$ cat src/rtl/cal_seq_pkg.sv
package cal_seq_pkg;
   localparam int unsigned NSTEP  = 13;
   localparam int unsigned NFIELD = 6;
   localparam logic [3:0]  CTRL_ADDR   = 4'hE;
   localparam logic [3:0]  CTRL_MODE24 = 4'h4;
   localparam logic [3:0]  WDAY_ADDR   = 4'h6;

   typedef enum logic [2:0] {
      S_IDLE, S_MODE, S_POLL, S_RGAP, S_XFER, S_EGAP
   } seq_state_t;
endpackage

$ cat src/rtl/cal_phase_timer.sv
module cal_phase_timer #(
   parameter int unsigned PHASE_CYC = 4
) (
   input  logic clk,
   input  logic rst_n,
   input  logic run,
   output logic expire
);
   localparam int unsigned W = (PHASE_CYC > 1) ? $clog2(PHASE_CYC) : 1;

   if (PHASE_CYC < 1) begin : g_bad_phase
      $error("PHASE_CYC must be at least 1");
   end

   logic [W-1:0] cnt;

   assign expire = run && (cnt == W'(PHASE_CYC - 1));

   always_ff @(posedge clk) begin
      if (!rst_n)               cnt <= '0;
      else if (!run || expire)  cnt <= '0;
      else                      cnt <= cnt + 1'b1;
   end

   AST_TIMER_RANGE: assert property (@(posedge clk) disable iff (!rst_n)
      32'(cnt) < PHASE_CYC);
endmodule

$ cat src/rtl/cal_attempt_ctr.sv
module cal_attempt_ctr #(
   parameter int unsigned LIMIT = 101
) (
   input  logic clk,
   input  logic rst_n,
   input  logic clr,
   input  logic inc,
   output logic last
);
   localparam int unsigned W = $clog2(LIMIT + 1);

   if (LIMIT < 1) begin : g_bad_limit
      $error("LIMIT must be at least 1");
   end

   logic [W-1:0] cnt;

   assign last = (cnt == W'(LIMIT));

   always_ff @(posedge clk) begin
      if (!rst_n)     cnt <= '0;
      else if (clr)   cnt <= '0;
      else if (inc)   cnt <= cnt + 1'b1;
   end

   AST_RETRY_BOUND: assert property (@(posedge clk) disable iff (!rst_n)
      32'(cnt) <= LIMIT);
   AST_NO_WRAP: assert property (@(posedge clk) disable iff (!rst_n)
      inc |-> !last);
endmodule

$ cat src/rtl/cal_step_map.sv
module cal_step_map
   import cal_seq_pkg::*;
(
   input  logic [3:0] step,
   output logic [3:0] addr,
   output logic       last
);
   logic [2:0] fld;
   logic [3:0] base;

   always_comb begin
      fld  = step[3:1];
      base = (fld < 3'd3) ? {fld, 1'b0} : {fld + 3'd1, 1'b0};
      last = (step == 4'(NSTEP - 1));
      addr = last ? WDAY_ADDR : (base | {3'b000, step[0]});
   end
endmodule

$ cat src/rtl/cal_snapshot_seq.sv
module cal_snapshot_seq
   import cal_seq_pkg::*;
#(
   parameter int unsigned PHASE_CYC = 4,
   parameter int unsigned MAX_RETRY = 100
) (
   input  logic       clk,
   input  logic       rst_n,
   input  logic       rd_start,
   input  logic       wr_start,
   input  logic [7:0] wr_sec,
   input  logic [7:0] wr_min,
   input  logic [7:0] wr_hour,
   input  logic [7:0] wr_day,
   input  logic [7:0] wr_mon,
   input  logic [7:0] wr_year,
   input  logic [3:0] wr_wday,
   output logic [7:0] rd_sec,
   output logic [7:0] rd_min,
   output logic [7:0] rd_hour,
   output logic [7:0] rd_day,
   output logic [7:0] rd_mon,
   output logic [7:0] rd_year,
   output logic [3:0] rd_wday,
   output logic       seq_busy,
   output logic       done,
   output logic       timeout_err,
   output logic       ce,
   output logic       op_req,
   output logic       op_we,
   output logic [3:0] op_addr,
   output logic [3:0] op_wdata,
   input  logic       op_ack,
   input  logic [3:0] op_rdata
);
   localparam int unsigned ATT_LIMIT = MAX_RETRY + 1;

   if (MAX_RETRY < 1) begin : g_bad_retry
      $error("MAX_RETRY must be at least 1");
   end

   seq_state_t st;
   logic       is_wr;
   logic       tout;
   logic [3:0] step;
   logic       start_any;
   logic       gap_run, gap_done;
   logic       att_inc, att_clr, att_last;
   logic [3:0] map_addr;
   logic       map_last;
   logic [7:0] wr_f  [NFIELD];
   logic [3:0] nib_w [NSTEP];
   logic [7:0] out_q [NFIELD];
   logic [3:0] out_wday;

   assign start_any = rd_start | wr_start;

   assign wr_f[0] = wr_sec;
   assign wr_f[1] = wr_min;
   assign wr_f[2] = wr_hour;
   assign wr_f[3] = wr_day;
   assign wr_f[4] = wr_mon;
   assign wr_f[5] = wr_year;

   // per-digit storage: loaded from the inputs on a write start,
   // filled from op_rdata during a read
   for (genvar g = 0; g < NSTEP; g++) begin : g_nib
      logic [3:0] q;
      logic [3:0] ld;
      if (g == NSTEP - 1) begin : g_wd
         assign ld = wr_wday;
      end else if ((g % 2) == 1) begin : g_tens
         assign ld = wr_f[g / 2][7:4];
      end else begin : g_units
         assign ld = wr_f[g / 2][3:0];
      end
      always_ff @(posedge clk) begin
         if (!rst_n)
            q <= '0;
         else if (st == S_IDLE && start_any)
            q <= ld;
         else if (st == S_XFER && op_ack && !is_wr && step == 4'(g))
            q <= op_rdata;
      end
      assign nib_w[g] = q;
   end

   cal_phase_timer #(.PHASE_CYC(PHASE_CYC)) u_timer (
      .clk   (clk),
      .rst_n (rst_n),
      .run   (gap_run),
      .expire(gap_done)
   );

   cal_attempt_ctr #(.LIMIT(ATT_LIMIT)) u_att (
      .clk  (clk),
      .rst_n(rst_n),
      .clr  (att_clr),
      .inc  (att_inc),
      .last (att_last)
   );

   cal_step_map u_map (
      .step(step),
      .addr(map_addr),
      .last(map_last)
   );

   assign gap_run = (st == S_RGAP) || (st == S_EGAP);
   assign att_clr = (st == S_IDLE);
   assign att_inc = (st == S_POLL) && op_ack && op_rdata[0] && !att_last;

   always_comb begin
      op_req   = (st == S_MODE) || (st == S_POLL) || (st == S_XFER);
      op_we    = (st == S_MODE) || ((st == S_XFER) && is_wr);
      op_addr  = (st == S_XFER) ? map_addr : CTRL_ADDR;
      op_wdata = '0;
      if (st == S_MODE)
         op_wdata = CTRL_MODE24;
      else if (st == S_XFER && is_wr)
         op_wdata = nib_w[step];
   end

   assign ce       = op_req;
   assign seq_busy = (st != S_IDLE);

   always_ff @(posedge clk) begin
      if (!rst_n) begin
         st          <= S_IDLE;
         is_wr       <= 1'b0;
         tout        <= 1'b0;
         step        <= '0;
         done        <= 1'b0;
         timeout_err <= 1'b0;
         out_wday    <= '0;
         for (int i = 0; i < NFIELD; i++) out_q[i] <= '0;
      end else begin
         done <= 1'b0;
         unique case (st)
            S_IDLE: if (start_any) begin
               st          <= S_MODE;
               is_wr       <= !rd_start;
               tout        <= 1'b0;
               timeout_err <= 1'b0;
            end
            S_MODE: if (op_ack) st <= S_POLL;
            S_POLL: if (op_ack) begin
               if (!op_rdata[0]) begin
                  step <= '0;
                  st   <= S_XFER;
               end else if (att_last) begin
                  tout <= 1'b1;
                  st   <= S_EGAP;
               end else begin
                  st   <= S_RGAP;
               end
            end
            S_RGAP: if (gap_done) st <= S_MODE;
            S_XFER: if (op_ack) begin
               if (map_last) st <= S_EGAP;
               else          step <= step + 1'b1;
            end
            S_EGAP: if (gap_done) begin
               st          <= S_IDLE;
               done        <= 1'b1;
               timeout_err <= tout;
               if (!is_wr && !tout) begin
                  for (int i = 0; i < NFIELD; i++)
                     out_q[i] <= {nib_w[2*i+1], nib_w[2*i]};
                  out_wday <= nib_w[NSTEP-1];
               end
            end
            default: st <= S_IDLE;
         endcase
      end
   end

   assign rd_sec  = out_q[0];
   assign rd_min  = out_q[1];
   assign rd_hour = out_q[2];
   assign rd_day  = out_q[3];
   assign rd_mon  = out_q[4];
   assign rd_year = out_q[5];
   assign rd_wday = out_wday;

   AST_REQ_HOLD: assert property (@(posedge clk) disable iff (!rst_n)
      (op_req && !op_ack) |=> (op_req && $stable(op_addr) && $stable(op_we)
                               && $stable(op_wdata)));
   AST_DONE_CE_LOW: assert property (@(posedge clk) disable iff (!rst_n)
      done |-> (!ce && !op_req && !$past(ce)));
   AST_DONE_PULSE: assert property (@(posedge clk) disable iff (!rst_n)
      done |=> !done);
   AST_TOUT_AT_DONE: assert property (@(posedge clk) disable iff (!rst_n)
      $rose(timeout_err) |-> done);
   AST_OUT_HOLD: assert property (@(posedge clk) disable iff (!rst_n)
      !done |-> $stable({rd_sec, rd_min, rd_hour, rd_day, rd_mon, rd_year,
                         rd_wday}));
   AST_START_IGNORED: assert property (@(posedge clk) disable iff (!rst_n)
      (seq_busy && start_any) |=> $stable(is_wr));
endmodule

$ cat config.mk
export PLATFORM = sky130hd
export DESIGN_NAME = cal_snapshot_seq
export DESIGN_NICKNAME = d
export VERILOG_FILES = /design/src/rtl/cal_seq_pkg.sv /design/src/rtl/cal_phase_timer.sv /design/src/rtl/cal_attempt_ctr.sv /design/src/rtl/cal_step_map.sv /design/src/rtl/cal_snapshot_seq.sv
export SDC_FILE = /design/constraint.sdc
export NUM_CORES = 1
export LEC_CHECK = 0
export ABC_CLOCK_PERIOD_IN_PS = 3400
export BUFFER_PORTS_ARGS = -buffer_cell sky130_fd_sc_hd__buf_2
export CORE_MARGIN = 1
export CORE_UTILIZATION = 47
export CTS_CLUSTER_DIAMETER = 50
export DETAILED_ROUTE_END_ITERATION = 6
export PLACE_DENSITY = 0.71
export SYNTH_ARGS = -nofsm -noshare
export SYNTH_HDL_FRONTEND = slang
export SYNTH_SLANG_ARGS = --single-unit
$ cat constraint.sdc
create_clock -name clk -period 3.4 [get_ports clk]
set_input_delay 0.51 -clock clk [delete_from_list [all_inputs] [get_ports clk]]
set_output_delay 0.51 -clock clk [all_outputs]
set_load 0.02 [all_outputs]
* Word level (Yosys, flattened, before mapping)
Memories as Yosys holds them, arrays and structs flattened. Cells that the tools add are included.
Word-level totals: output and inout bits 66, input port bits 61, bits in registers 76, bits in writable memories 48, memories 1, logic and storage cells 198
Memory list:
- out_q | depth 6, bits a word 8, rd ports 6, clocked after Yosys merged registers in 0, write ports 6, RTL line cal_snapshot_seq.sv:53 | logic [7:0] out_q [NFIELD];
Cells by class: muxes and demuxes 69, reductions and logical operators 60, order comparisons 2, equal/unequal tests 30, add/subtract/negate cells 4, bitwise operators 10
Operator list (number):
- 4-bit 2-to-1 mux | 37
- 8-bit 2-to-1 mux | 6
- 2-bit nonzero test | 16
- 3-bit 2-to-1 mux | 9
- 1-bit logical AND | 22
- 4-bit equality test, second input constant | 5
- 2-bit != test, second input constant | 9
- 3-bit one-hot mux with 6 select lines | 1
- 4-bit binary-select mux with 4-bit select | 1
- 4-bit by 3-bit equality test with 1-bit output, second input constant | 4
- 1-bit 2-to-1 mux | 12
- 5-bit AND reduction | 2
- 4-bit by 2-bit equality test with 1-bit output, second input constant | 2
- 4-bit one-hot mux with 2 select lines | 1
- 7-bit by 1-bit adder with 7-bit output, second input constant | 1
- 7-bit equality test, second input constant | 1
- 1-bit bitwise OR | 7
- 7-bit AND reduction | 1
- 3-bit by 2-bit equality test with 1-bit output, second input constant | 2
- 3-bit equality test, second input constant | 2
- 3-bit AND reduction | 2
- 5-bit greater-or-equal comparator, second input constant | 1
- 1-bit logical NOT | 5
- 1-bit logical OR | 5
- 17 further kinds | 21

* Depth between registers and ports, before layout
depth after elaboration 8, mapped depth 9, mapped depth without buffers 7

* Cells and area by module
A second synthesis with hierarchy kept.
Unflattened totals: cells, all modules 577, area total of the unflattened synthesis 6107.1 um2
By module, submodules not included:
- cal_snapshot_seq | area each 5600.4 um2, sequential area each 2782.7 um2, cells each 521, times used 1
- cal_attempt_ctr | area each 332.8 um2, sequential area each 140.1 um2, cells each 36, times used 1
- cal_step_map | area each 90.1 um2, sequential area each 0.0 um2, cells each 14, times used 1
- cal_phase_timer | area each 83.8 um2, sequential area each 40.0 um2, cells each 6, times used 1

* Least setup slack after synthesis
OpenSTA, ideal clock, no wires.
path type register to output, start point register step[1], end point output port op_addr[1], data required time 2890 ps, data arrival time 1993 ps, stages on the path, launching flop included 8, setup slack 897 ps, cell sequence dfxtp_1 -> clkbuf_1 -> clkbuf_1 -> inv_1 -> ha_1 -> nand3_1 -> and2_1 -> o21ai_0
Between the ends: cells in the longest elaborated chain, start to end 5, elaborated cells between the ends (all ways) 7
RTL lines:
- start: declaration | RTL line cal_snapshot_seq.sv:45 | logic [3:0] step;
- start signal: assignment | RTL line cal_snapshot_seq.sv:161 | else step <= step + 1'b1;
- 3-bit by 1-bit adder with 3-bit output or 3-bit by 2-bit < comparator with 1-bit output (tied branches) | RTL line cal_step_map.sv:13 | base = (fld < 3'd3) ? {fld, 1'b0} : {fld + 3'd1, 1'b0};
- 4-bit 2-to-1 mux | RTL line cal_step_map.sv:13
- 4-bit by 1-bit bitwise OR with 4-bit output | RTL line cal_step_map.sv:15 | addr = last ? WDAY_ADDR : (base | {3'b000, step[0]});
- 4-bit 2-to-1 mux (*) | RTL line cal_step_map.sv:15
- 4-bit 2-to-1 mux (*) | RTL line cal_snapshot_seq.sv:116 | op_addr = (st == S_XFER) ? map_addr : CTRL_ADDR;
- end: declaration | RTL line cal_snapshot_seq.sv:31 | output logic [3:0] op_addr,
Mark *: on every way between the ends. The rest lies on a longest branch, timed or not.

* Worst setup path after layout
start point register step[0], end point output port op_wdata[2]
Between the ends: cells in the longest elaborated chain, start to end 6
RTL lines:
- 4-bit inverter with 5-bit output (not written as such) | RTL line cal_snapshot_seq.sv:121 | op_wdata = nib_w[step];
- 4-bit binary-select mux with 4-bit select | RTL line cal_snapshot_seq.sv:121
- 4-bit 2-to-1 mux (not written as such) (2 in series) | RTL line cal_snapshot_seq.sv:121
- 4-bit 2-to-1 mux | RTL line cal_snapshot_seq.sv:120 | else if (st == S_XFER && is_wr)
- 4-bit 2-to-1 mux | RTL line cal_snapshot_seq.sv:118 | if (st == S_MODE)
- end: declaration | RTL line cal_snapshot_seq.sv:32 | output logic [3:0] op_wdata,
Every way passes these cells. The select of a mux whose other input is x is not followed.

==> impl_metrics.env <==
export IMPL_clkTransAtPathRegs_ns=0.06
export IMPL_ys_ff_latch=124
export IMPL_die_y_um=113
export IMPL_required_ns=2.89
export IMPL_multiInputGateArea_um2=2680
export IMPL_worstPathMaxFanout=10
export IMPL_setup_worst_path_start_class="flop"
export IMPL_maxCapViolations=0
export IMPL_gr_total_overflow=0
export IMPL_cts_inserted_buffers=17
export IMPL_syn_inst=541
export IMPL_p_leak_uw=0.00322
export IMPL_ios=127
export IMPL_gp_congestion=0.837
export IMPL_syn_to_final_growth_pct=23.3
export IMPL_synth_area_um2=5820
export IMPL_antenna_found_initial=0
export IMPL_num_antenna_cells=0
export IMPL_setup_viol=0
export IMPL_synth_cell_type_count=51
export IMPL_grt_first_pass_wirelength_um=23700
export IMPL_synth_seq_area_share_pct=50.9
export IMPL_num_vias=4689
export IMPL_nets=722
export IMPL_firstDrtPassIters=5
export IMPL_met2_usage_pct=39.1
export IMPL_drc=0
export IMPL_tns_ns=0
export IMPL_reg2reg_to="step[3]"
export IMPL_async_flop_share_pct=0
export IMPL_cts_resized=0
export IMPL_drt_iter0_drc=411
export IMPL_worstMarginPinSlew_ns=1.09
export IMPL_min_from="wr_wday[0]"
export IMPL_grtUsageMet3_pct=6.05
export IMPL_clk_latency_ns=0.42
export IMPL_worst_slew_margin_rel_pct=27.4
export IMPL_dieArea_um2=12800
export IMPL_dp_hpwl_um=10400
export IMPL_grt_start_max_net_pins=59
export IMPL_post_drt_via_cell_ratio=5.62
export IMPL_drv_slew=0
export IMPL_min_path_type="in -> reg"
export IMPL_fillers=999
export IMPL_r2r_cells=8
export IMPL_clock_fmax_mhz=337
export IMPL_min_delay_path_depth=2
export IMPL_finClkSkew_ns=0.00995
export IMPL_fp_dieW_um=113
export IMPL_tritoncts="yes"
export IMPL_io_buffer_count=126
export IMPL_grt_pass1_vias=4593
export IMPL_worstSetupEndpointType="primary output"
export IMPL_syn_nets=610
export IMPL_synth_edf_count=48
export IMPL_yosys_warnings=0
export IMPL_cellPowerDensity_nw_per_um2=706
export IMPL_hold_path_endpoint="g_nib[12].q[0]"
export IMPL_hold_viol=0
export IMPL_track_usage_pct=24.3
export IMPL_postCtsSetupBuffers=0
export IMPL_synth_flop_cell="dfxtp_1"
export IMPL_cts_buffer_depth=2
export IMPL_initial_core_util_pct=48.3
export IMPL_root_buffer="clkbuf_16"
export IMPL_cts_hold_buf=0
export IMPL_rr_startpoint="step[0]"
export IMPL_status="completed"
export IMPL_wl_per_cell_um=17.8
export IMPL_drt_wl_total_um=14800
export IMPL_grtUsageMet1_pct=31.9
export IMPL_cts_sinks=124
export IMPL_fin_crit_sh_pct=87.2
export IMPL_syn_avg_cell_area_um2=10.8
export IMPL_rows=40
export IMPL_antenna_left=0
export IMPL_crit_type="reg -> out"
export IMPL_ir_worst_vdd_mv=0.608
export IMPL_rsz0062_at_grt="no"
export IMPL_fp_coreArea_um2=12100
export IMPL_rrSetupSlack_ns=0.93
export IMPL_drive_gt1_share_pct=28.5
export IMPL_arrival_ns=2.46
export IMPL_min_period_ns=2.97
export IMPL_holdWs_ns=0.338
export IMPL_grt_busiest_layer="met2"
export IMPL_htreeDepth=4
export IMPL_regArea_um2=2960
metal layers:
| layer | wire length (um) | up-vias |
|---|---|---|
| met1 | 6410 | 2246 |
| met4 | 300 | 0 |
| li1 | - | 2198 |
| met5 | 0 | - |
| met3 | 1120 | 26 |
| met2 | 6980 | 219 |
cell usage after synthesis, types with 2 or more instances:
cell type   n  share of area [%]
nand2_2     3               0.32
nor2b_1     4               0.43
ha_1        8                1.7
buf_2       3               0.26
a22o_1      4               0.60
buf_4       3               0.39
xor2_1      4               0.60
a31oi_1     2               0.21
clkbuf_1   34                2.2
nor3b_1     3               0.39
mux4_2     12                4.6
nor4_4      2               0.73
a21oi_1    54                4.6
nand4_1     3               0.32
and2_1     53                5.7
and3_1      7               0.75
a21boi_0    2               0.26
nand2_1    30                1.9
nand3_1     5               0.43
o31a_1      2               0.30
dfxtp_1    76                 26
o211ai_1    2               0.26
xnor2_1     2               0.30
mux2i_1    54                9.3
o22ai_1     2               0.21
or4_1       2               0.26
o211a_1     4               0.69
nand2b_1    3               0.32
nor2_1     18                1.2
o2111ai_1   2               0.30
edfxtp_1   48                 25
nor3_1      2               0.17
inv_1       8               0.52
a211oi_1    8                1.0
o21ai_0    56                4.8
logic make-up after synthesis:
kind of cell | Yosys count | synth area share, %
compound gates | 144 | 14.5
xor+xnor | 6 | 0.902
fa+ha+maj | 8 | 1.72
mux | 66 | 13.9
simple gates | 144 | 14.7
buf+inv | 49 | 3.42
flops | 124 | 50.9
where the power goes:
part / internal, uW / total, uW / switching, uW
clock: 1150 / 1810 / 655
combinational: 465 / 1150 / 686
sequential: 1830 / 2110 / 287
critical path, cell delays in order (launching register included):
cell,delay (ns)
dfxtp_1,0.60
buf_4,0.28
mux4_2,0.51
nand2_1,0.08
a31oi_1,0.08
o21ai_0,0.16
o21ai_0,0.15
buf_2,0.18
worst max-delay path by stage:
stage          startpoint          end  depth (start not counted)  slack [ns]
5_1_grt           step[3]  op_wdata[2]                          6        0.23
6_report          step[0]  op_wdata[2]                          7        0.43
4_1_cts           step[0]  op_wdata[2]                          7        0.38
3_3_place_gp      step[0]  op_wdata[2]                          7        0.90
2_1_floorplan     step[1]   op_addr[1]                          7        0.90
3_5_place_dp      step[0]  op_wdata[2]                          7        0.81
state kept, by name (all words and copies together) (netlist names), 2 cells and up:
| name | flops |
|---|---|
| g_nib.q | 52 |
| out_q | 48 |
| rd_wday | 4 |
| st | 3 |
| step | 4 |
| u_att.cnt | 7 |
| u_timer.cnt | 2 |
cells in the final DEF, fill, tap and decap left out, types with 8 or more instances in the layout:
cell / n
mux2i_1: 54
o21ai_0: 56
a21oi_1: 54
a211oi_1: 8
edfxtp_1: 48
nor2_1: 18
dfxtp_1: 76
mux4_2: 12
and2_1: 53
buf_2: 126
ha_1: 8
clkbuf_16: 20
nand2_1: 30
metrics by stage:
stage | cell area, um^2 | worst slack (ns) | utilization (%) | std cells | power, uW
finish | 7180 | 0.434 | 59.5 | 834 | 5070
global route | 7180 | 0.231 | 59.5 | 834 | 5300
CTS | 7180 | 0.377 | 59.5 | 834 | 5070
detailed placement | 6580 | 0.813 | 54.6 | 802 | 3260
global placement | 6580 | 0.897 | 54.6 | 802 | 3220
floorplan | 5820 | 0.897 | - | 541 | 2880
final cells by class:
cell class / count / area share (%)
Timing Repair Buffer: 133 / 9.69
Tap cell: 168 / 2.93
Sequential cell: 124 / 41.3
Clock inverter: 9 / 1.10
Inverter: 9 / 0.470
Clock buffer: 23 / 7.26
Multi-Input combinational cell: 368 / 37.3
(Power assumes the default switching activity.)
